File: config.mk
export PLATFORM = sky130hd
export DESIGN_NAME = sdram_boot_seq
export DESIGN_NICKNAME = d
export VERILOG_FILES = /design/src/rtl/sdram_boot_pkg.sv /design/src/rtl/sdram_gap_timer.sv /design/src/rtl/sdram_refresh_timer.sv /design/src/rtl/sdram_pin_drive.sv /design/src/rtl/sdram_boot_seq.sv
export SDC_FILE = /design/constraint.sdc
export NUM_CORES = 1
export LEC_CHECK = 0
export CORE_MARGIN = 2
export CORE_UTILIZATION = 40
export CTS_CLUSTER_SIZE = 8
export DETAILED_ROUTE_END_ITERATION = 10
export HOLD_SLACK_MARGIN = 0.08
export SYNTH_ARGS = -nofsm -noshare
export SYNTH_HDL_FRONTEND = slang
export SYNTH_HIERARCHICAL = 1
export SYNTH_SLANG_ARGS = --single-unit
File: constraint.sdc
create_clock -name clk -period 3.1 [get_ports clk]
set_clock_uncertainty 0.05 [all_clocks]
set_input_delay 0.62 -clock clk [delete_from_list [all_inputs] [get_ports clk]]
set_output_delay 0.62 -clock clk [all_outputs]
set_load 0.05 [all_outputs]
File: src/rtl/sdram_boot_pkg.sv
package sdram_boot_pkg;

  typedef enum logic [3:0] {
    ST_IDLE,
    ST_PAUSE,
    ST_PRE,
    ST_WAIT_RP,
    ST_REF,
    ST_WAIT_RC,
    ST_MRS,
    ST_WAIT_MRD,
    ST_RUN
  } boot_state_t;

  typedef enum logic [2:0] {
    CMD_DESEL,
    CMD_NOP,
    CMD_PRECHG,
    CMD_AREF,
    CMD_LOADMODE
  } sdram_cmd_t;

  // {cs_n, ras_n, cas_n, we_n}
  function automatic logic [3:0] cmd_pins(input sdram_cmd_t c);
    case (c)
      CMD_NOP:      return 4'b0111;
      CMD_PRECHG:   return 4'b0010;
      CMD_AREF:     return 4'b0001;
      CMD_LOADMODE: return 4'b0000;
      default:      return 4'b1111;
    endcase
  endfunction

endpackage

File: src/rtl/sdram_gap_timer.sv
module sdram_gap_timer #(
  parameter int CW = 16
) (
  input  logic          clk,
  input  logic          rst,
  input  logic          load,
  input  logic [CW-1:0] load_val,
  output logic          zero
);
  logic [CW-1:0] cnt;

  always_ff @(posedge clk) begin
    if (rst)            cnt <= '0;
    else if (load)      cnt <= load_val;
    else if (cnt != '0) cnt <= cnt - CW'(1);
  end

  assign zero = (cnt == '0);
endmodule

File: src/rtl/sdram_refresh_timer.sv
module sdram_refresh_timer #(
  parameter int RI_W = 16
) (
  input  logic            clk,
  input  logic            rst,
  input  logic            en,
  input  logic [RI_W-1:0] interval,
  output logic            tick
);
  logic [RI_W-1:0] cnt;
  logic [RI_W-1:0] reload;

  assign reload = interval - RI_W'(1);
  assign tick   = en && (cnt == '0);

  always_ff @(posedge clk) begin
    if (rst)          cnt <= '0;
    else if (!en)     cnt <= reload;
    else if (tick)    cnt <= reload;
    else              cnt <= cnt - RI_W'(1);
  end
endmodule

File: src/rtl/sdram_pin_drive.sv
module sdram_pin_drive
  import sdram_boot_pkg::*;
#(
  parameter int ADDR_W = 13,
  parameter int BA_W   = 2
) (
  input  logic              clk,
  input  logic              rst,
  input  sdram_cmd_t        cmd_d,
  input  logic              cke_d,
  input  logic [ADDR_W-1:0] addr_d,
  output logic              cke,
  output logic              cs_n,
  output logic              ras_n,
  output logic              cas_n,
  output logic              we_n,
  output logic [BA_W-1:0]   ba,
  output logic [ADDR_W-1:0] addr
);
  always_ff @(posedge clk) begin
    if (rst) begin
      cke                        <= 1'b0;
      {cs_n, ras_n, cas_n, we_n} <= 4'b1111;
      ba                         <= '0;
      addr                       <= '0;
    end else begin
      cke                        <= cke_d;
      {cs_n, ras_n, cas_n, we_n} <= cmd_pins(cmd_d);
      ba                         <= '0;
      addr                       <= addr_d;
    end
  end
endmodule

File: src/rtl/sdram_boot_seq.sv
module sdram_boot_seq
  import sdram_boot_pkg::*;
#(
  parameter int CLK_MHZ  = 100,
  parameter int PAUSE_US = 200,
  parameter int ADDR_W   = 13,
  parameter int BA_W     = 2,
  parameter int TW       = 4,
  parameter int RI_W     = 16,
  parameter int REF_NUM  = 8
) (
  input  logic              clk,
  input  logic              rst,
  input  logic              start,
  input  logic [2:0]        cas_lat,
  input  logic [TW-1:0]     t_rp,
  input  logic [TW-1:0]     t_rc,
  input  logic [TW-1:0]     t_mrd,
  input  logic [RI_W-1:0]   ref_interval,
  input  logic              ref_ack,
  output logic              cke,
  output logic              cs_n,
  output logic              ras_n,
  output logic              cas_n,
  output logic              we_n,
  output logic [BA_W-1:0]   ba,
  output logic [ADDR_W-1:0] addr,
  output logic              init_done,
  output logic              ref_req
);
  localparam int PAUSE_CYC = CLK_MHZ * PAUSE_US;
  localparam int PW        = $clog2(PAUSE_CYC + 1);
  localparam int CW        = (PW > TW) ? PW : TW;
  localparam int RCW       = $clog2(REF_NUM + 1);

  boot_state_t     state, state_d;
  logic [RCW-1:0]  ref_cnt;
  logic            gap_ld, gap_zero, ref_tick;
  logic [CW-1:0]   gap_val;
  logic [CW-1:0]   rp_x, rc_x, mrd_x, gap_rp, gap_rc, gap_mrd;
  sdram_cmd_t      cmd_d;
  logic [ADDR_W-1:0] addr_d;

  // a wait state of n+1 cycles gives a command spacing of n+2 (never below 2)
  assign rp_x    = CW'(t_rp);
  assign rc_x    = CW'(t_rc);
  assign mrd_x   = CW'(t_mrd);
  assign gap_rp  = (rp_x  < CW'(2)) ? '0 : rp_x  - CW'(2);
  assign gap_rc  = (rc_x  < CW'(2)) ? '0 : rc_x  - CW'(2);
  assign gap_mrd = (mrd_x < CW'(2)) ? '0 : mrd_x - CW'(2);

  always_comb begin
    state_d = state;
    gap_ld  = 1'b0;
    gap_val = '0;
    case (state)
      ST_IDLE: if (start) begin
        state_d = ST_PAUSE;
        gap_ld  = 1'b1;
        gap_val = CW'(PAUSE_CYC - 1);
      end
      ST_PAUSE:    if (gap_zero) state_d = ST_PRE;
      ST_PRE: begin
        state_d = ST_WAIT_RP;
        gap_ld  = 1'b1;
        gap_val = gap_rp;
      end
      ST_WAIT_RP:  if (gap_zero) state_d = ST_REF;
      ST_REF: begin
        state_d = ST_WAIT_RC;
        gap_ld  = 1'b1;
        gap_val = gap_rc;
      end
      ST_WAIT_RC:  if (gap_zero)
        state_d = (ref_cnt == RCW'(REF_NUM)) ? ST_MRS : ST_REF;
      ST_MRS: begin
        state_d = ST_WAIT_MRD;
        gap_ld  = 1'b1;
        gap_val = gap_mrd;
      end
      ST_WAIT_MRD: if (gap_zero) state_d = ST_RUN;
      ST_RUN:      state_d = ST_RUN;
      default:     state_d = ST_IDLE;
    endcase
  end

  always_ff @(posedge clk) begin
    if (rst) begin
      state     <= ST_IDLE;
      ref_cnt   <= '0;
      init_done <= 1'b0;
    end else begin
      state <= state_d;
      if (state == ST_IDLE)     ref_cnt <= '0;
      else if (state == ST_REF) ref_cnt <= ref_cnt + RCW'(1);
      if (state_d == ST_RUN)    init_done <= 1'b1;
    end
  end

  // next-state command decode, registered in the pin driver
  always_comb begin
    addr_d = '0;
    case (state_d)
      ST_IDLE:  cmd_d = CMD_DESEL;
      ST_PRE: begin
        cmd_d      = CMD_PRECHG;
        addr_d[10] = 1'b1;
      end
      ST_REF:   cmd_d = CMD_AREF;
      ST_MRS: begin
        cmd_d       = CMD_LOADMODE;
        addr_d[6:4] = cas_lat;
      end
      default:  cmd_d = CMD_NOP;
    endcase
  end

  sdram_gap_timer #(.CW(CW)) u_gap (
    .clk(clk), .rst(rst), .load(gap_ld), .load_val(gap_val), .zero(gap_zero)
  );

  sdram_refresh_timer #(.RI_W(RI_W)) u_rtmr (
    .clk(clk), .rst(rst), .en(state == ST_RUN),
    .interval(ref_interval), .tick(ref_tick)
  );

  sdram_pin_drive #(.ADDR_W(ADDR_W), .BA_W(BA_W)) u_pins (
    .clk(clk), .rst(rst), .cmd_d(cmd_d), .cke_d(state_d != ST_IDLE),
    .addr_d(addr_d), .cke(cke), .cs_n(cs_n), .ras_n(ras_n),
    .cas_n(cas_n), .we_n(we_n), .ba(ba), .addr(addr)
  );

  always_ff @(posedge clk) begin
    if (rst)           ref_req <= 1'b0;
    else if (ref_tick) ref_req <= 1'b1;
    else if (ref_ack)  ref_req <= 1'b0;
  end

  a_r8_done_sticky: assert property (@(posedge clk) disable iff (rst)
    init_done |=> init_done);
  a_r10_req_after_done: assert property (@(posedge clk) disable iff (rst)
    ref_req |-> init_done);
  a_r11_req_hold: assert property (@(posedge clk) disable iff (rst)
    (ref_req && !ref_ack) |=> ref_req);
  a_r6_nop_follows: assert property (@(posedge clk) disable iff (rst)
    (!cs_n && !ras_n) |=> ras_n);
  a_r4_pre_a10: assert property (@(posedge clk) disable iff (rst)
    (!cs_n && !ras_n && cas_n && !we_n) |-> addr[10]);
  a_r7_mode_low_bits: assert property (@(posedge clk) disable iff (rst)
    (!cs_n && !ras_n && !cas_n && !we_n) |-> (addr[3:0] == 4'd0 && ba == '0));
  a_r9_run_quiet: assert property (@(posedge clk) disable iff (rst)
    init_done |-> (cke && ras_n && cas_n && we_n));
endmodule

==> key figures <==
Status
  • Outcome: complete, no violations

Floorplanning
  • IO Pins: 57
  • Die area: between 9000 and 10000 µm²
  • Starting Density: 0.415
  • Die width: just under 100 µm
  • Rows: 33
  • Core area: between 8000 and 9000 µm²
  • Die Height: between 90 and 100 µm

Clock network
  • Post-CTS Repair Setup Buffers: 0
  • Worst-skew pair later-pin latency: roughly 0.33 ns
  • Root Buffer Master: clkbuf_8
  • CTS clk-pin slew, worst paths: around 0.070 ns
  • # hold bufs at CTS: 0
  • Clock Sinks: 59
  • CTS Buffer Depth: 2
  • Post-cts resize count: 0
  • H-tree depth: 3
  • CTS tree: built
  • CTS Buf Count: 9

STA
  • Total negative setup slack: 0 ns
  • Max Slew Vio Count: 0
  • Max frequency: about 0.35 GHz
  • Slew at the pin with the worst max-slew slack: 0.969 ns
  • Final setup fails: 0
  • Final period demand of the worst path: ~2.9 ns
  • Final worst-path cycle share: 0.924
  • Number of hold violations in the final report: 0
  • RSZ-0062 raised after global routing: false
  • Max_slew headroom: 0.354

Setup path
  • CP Launch Type: flip-flop
  • RR Endpoint: u_pins/ras_n$_SDFF_PP1_
  • Crit Reg-Reg Startpoint: u_gap/cnt[0]$_SDFFE_PP0P_
  • FF-to-FF setup slack: ~0.24 ns
  • WP data arrival: 3.01 ns
  • Worst setup path end: u_pins/ras_n$_SDFF_PP1_
  • WS Path Type: flip-flop to flip-flop
  • Worst-path maximum fanout: 4
  • Required time of the critical path: between 3 and 4 ns
  • Crit end category: flip-flop
  • Worst Reg-to-Reg Cells: 9
  • Worst Setup SP: u_gap/cnt[0]$_SDFFE_PP0P_

Pwr
  • LEAKAGE: approximately 0.0016 µW
  • Power per cell area: 744 nW/µm²
  • Maximum vdd ir drop: between 200 and 300 µV

Drt
  • Vias: 2960
  • Initial DRC count: about 130
  • Vias per inst: around 5.2
  • DRC: 0
  • Avg WL per Cell: between 10 and 15 µm
  • Routed wire length: ~7.4 mm
  • First drt pass iteration count: 4
  • Post-route ant nets: 0

Layout
  • NumNets Final: between 500 and 600
  • Layout cells sized above 1: 0.118
  • Cell area after layout: 4300 µm²
  • Area Growth Syn to Fin: 25.6%
  • Final Non-Filler Cells: about 570
  • N_diodes: 0

Yosys
  • Synth top area share: 0.345
  • Syn. warnings: 6
  • Cell taking the most area after synthesis: dfxtp_1
  • EDFF count, synth: 0
  • FF+latch count, synth: between 50 and 60
  • Post-synthesis async set-or-reset flop share: 0
  • Synth top area cells: dfxtp_1 (34%), xnor2_1 (5.9%), nand2_1 (3.4%)
  • Synthesized area per cell: around 8.6 µm²
  • Ys flop type: dfxtp_1
  • Synth Instances: 400
  • Unique cell type count in the Yosys netlist: 64
  • Post-synthesis sequential area ratio: 0.345
  • Mapped cell area: 3430 µm²

Placed design
  • GPL Wtd Cong: 0.880
  • Hpwl dp: 5.39 mm
  • Post-DP Area: a little over 4000 µm²
  • Placed Cells: about 560
  • PortBufs: 54

Global route
  • Total gr overflow: 0
  • Vias in the first global route: 2721
  • Global-route wire length before repair: ~12 mm
  • GRT Resource Usage Total: 0.169
  • Initial antenna violation count: 0
  • Largest net degree at the start of global routing: 56

Run
  • Max cap viols: 0

Hold path
  • Worst min-delay path class: flip-flop to flip-flop
registers in the layout, summed over array words and instances, names as in the netlist:
| name | flops |
|---|---|
| init_done | 1 |
| ref_cnt | 4 |
| ref_req | 1 |
| state | 4 |
| u_gap/cnt | 15 |
| u_pins/addr | 13 |
| u_pins/cas_n | 1 |
| u_pins/cke | 1 |
| u_pins/cs_n | 1 |
| u_pins/ras_n | 1 |
| u_pins/we_n | 1 |
| u_rtmr/cnt | 16 |
area by class of cell:
class | count | area (µm²)
clock buffers | 11 | 151
clock inverters | 4 | 73.8
fillers | 809 | 3950
inverters | 20 | 75.1
multi-input cells | 310 | 2090
flip-flops and latches | 59 | 1180
well taps | 105 | 131
repair buffers | 63 | 603
metal layers:
metal	track usage	part of all wire	vias up	wire length, µm
met1	0.218	0.49	1339	3640
li1	-	-	1552	-
met2	0.274	0.45	60	3310
met4	0.0798	0.015	0	114
met5	0	0	-	0
met3	0.0295	0.041	9	304
metrics by stage:
stage	setup slack, ns	hold WS (ns)	total power, µW	util
floorplan	0.304	0.408	2150	-
global placement	0.283	0.388	2400	0.494
detailed placement	0.215	0.389	2420	0.494
CTS	0.193	0.408	3230	0.521
global route	0.00317	0.419	3430	0.521
finish	0.235	0.405	3200	0.521
report_power, final:
part / switching, µW / total [µW] / internal [µW]
logic: 729 / 1350 / 618
clock network: 300 / 792 / 492
registers: 170 / 1060 / 894
total: 1200 / 3200 / 2000
worst min path at each step:
stage	cells after the start	slack [ns]	to	from
global placement	2	0.39	init_done$_SDFFE_PP0N_	init_done$_SDFFE_PP0N_
floorplan	2	0.41	ref_cnt[3]$_SDFFE_PP0P_	ref_cnt[3]$_SDFFE_PP0P_
finish	2	0.40	init_done$_SDFFE_PP0N_	init_done$_SDFFE_PP0N_
global route	2	0.42	init_done$_SDFFE_PP0N_	init_done$_SDFFE_PP0N_
detailed placement	2	0.39	init_done$_SDFFE_PP0N_	init_done$_SDFFE_PP0N_
CTS	2	0.41	init_done$_SDFFE_PP0N_	init_done$_SDFFE_PP0N_
logic make-up after synthesis:
kind of cell / after synthesis / synth area share
XOR/XNOR: 34 / 0.0869
buffers and inverters: 40 / 0.0559
AND/OR/NAND/NOR: 191 / 0.334
other: 2 / 0.00219
multiplexers: 4 / 0.0120
adder cells (fa/ha/maj): 8 / 0.0292
AO/OA/AOI/OAI: 62 / 0.135
flip-flops: 59 / 0.345
cells in the final DEF (no fill, tap or decap), types with 5 or more instances in the layout:
master	n
dfxtp_1	59
clkdlybuf4s50_1	53
nand2_1	31
nor2_1	30
xnor2_1	23
nor3_1	22
inv_1	20
nor2b_1	16
nor4_1	13
a211oi_1	13
a21oi_1	11
clkbuf_8	11
xor2_1	11
conb_1	11
nand3_1	10
o21ai_2	10
buf_4	9
nand2b_1	8
ha_1	8
nand3b_1	7
or4_1	6
or3_1	5
o21ai_0	5
critical path, cell delays in order (launching register included):
cell,delay [ns]
dfxtp_1,0.33
inv_1,0.08
ha_1,0.21
or4b_1,0.55
nor4_4,0.29
nand2_1,0.14
a211oi_1,0.34
nor3_1,0.14
nor4b_1,0.48
nor2_1,0.11
synth_stat cells (all sizes together) (3+ instances only):
library cell  instances
a211oi               13
or3                   6
and2                  4
and4bb                3
ha                    8
mux2i                 3
or4                   8
nand2b                8
and2b                 3
nor4b                 5
and3                  3
xor2                 11
nand4                 4
buf                  10
nor4                 17
o31ai                 4
nand3b                7
nor3                 23
a21oi                11
nand3                11
dfxtp                59
clkbuf               10
nor2b                16
nor2                 31
o21ai                17
or4b                  5
inv                  20
a311oi                3
nand2                32
xnor2                23
Power figures use the tool's default switching activity.
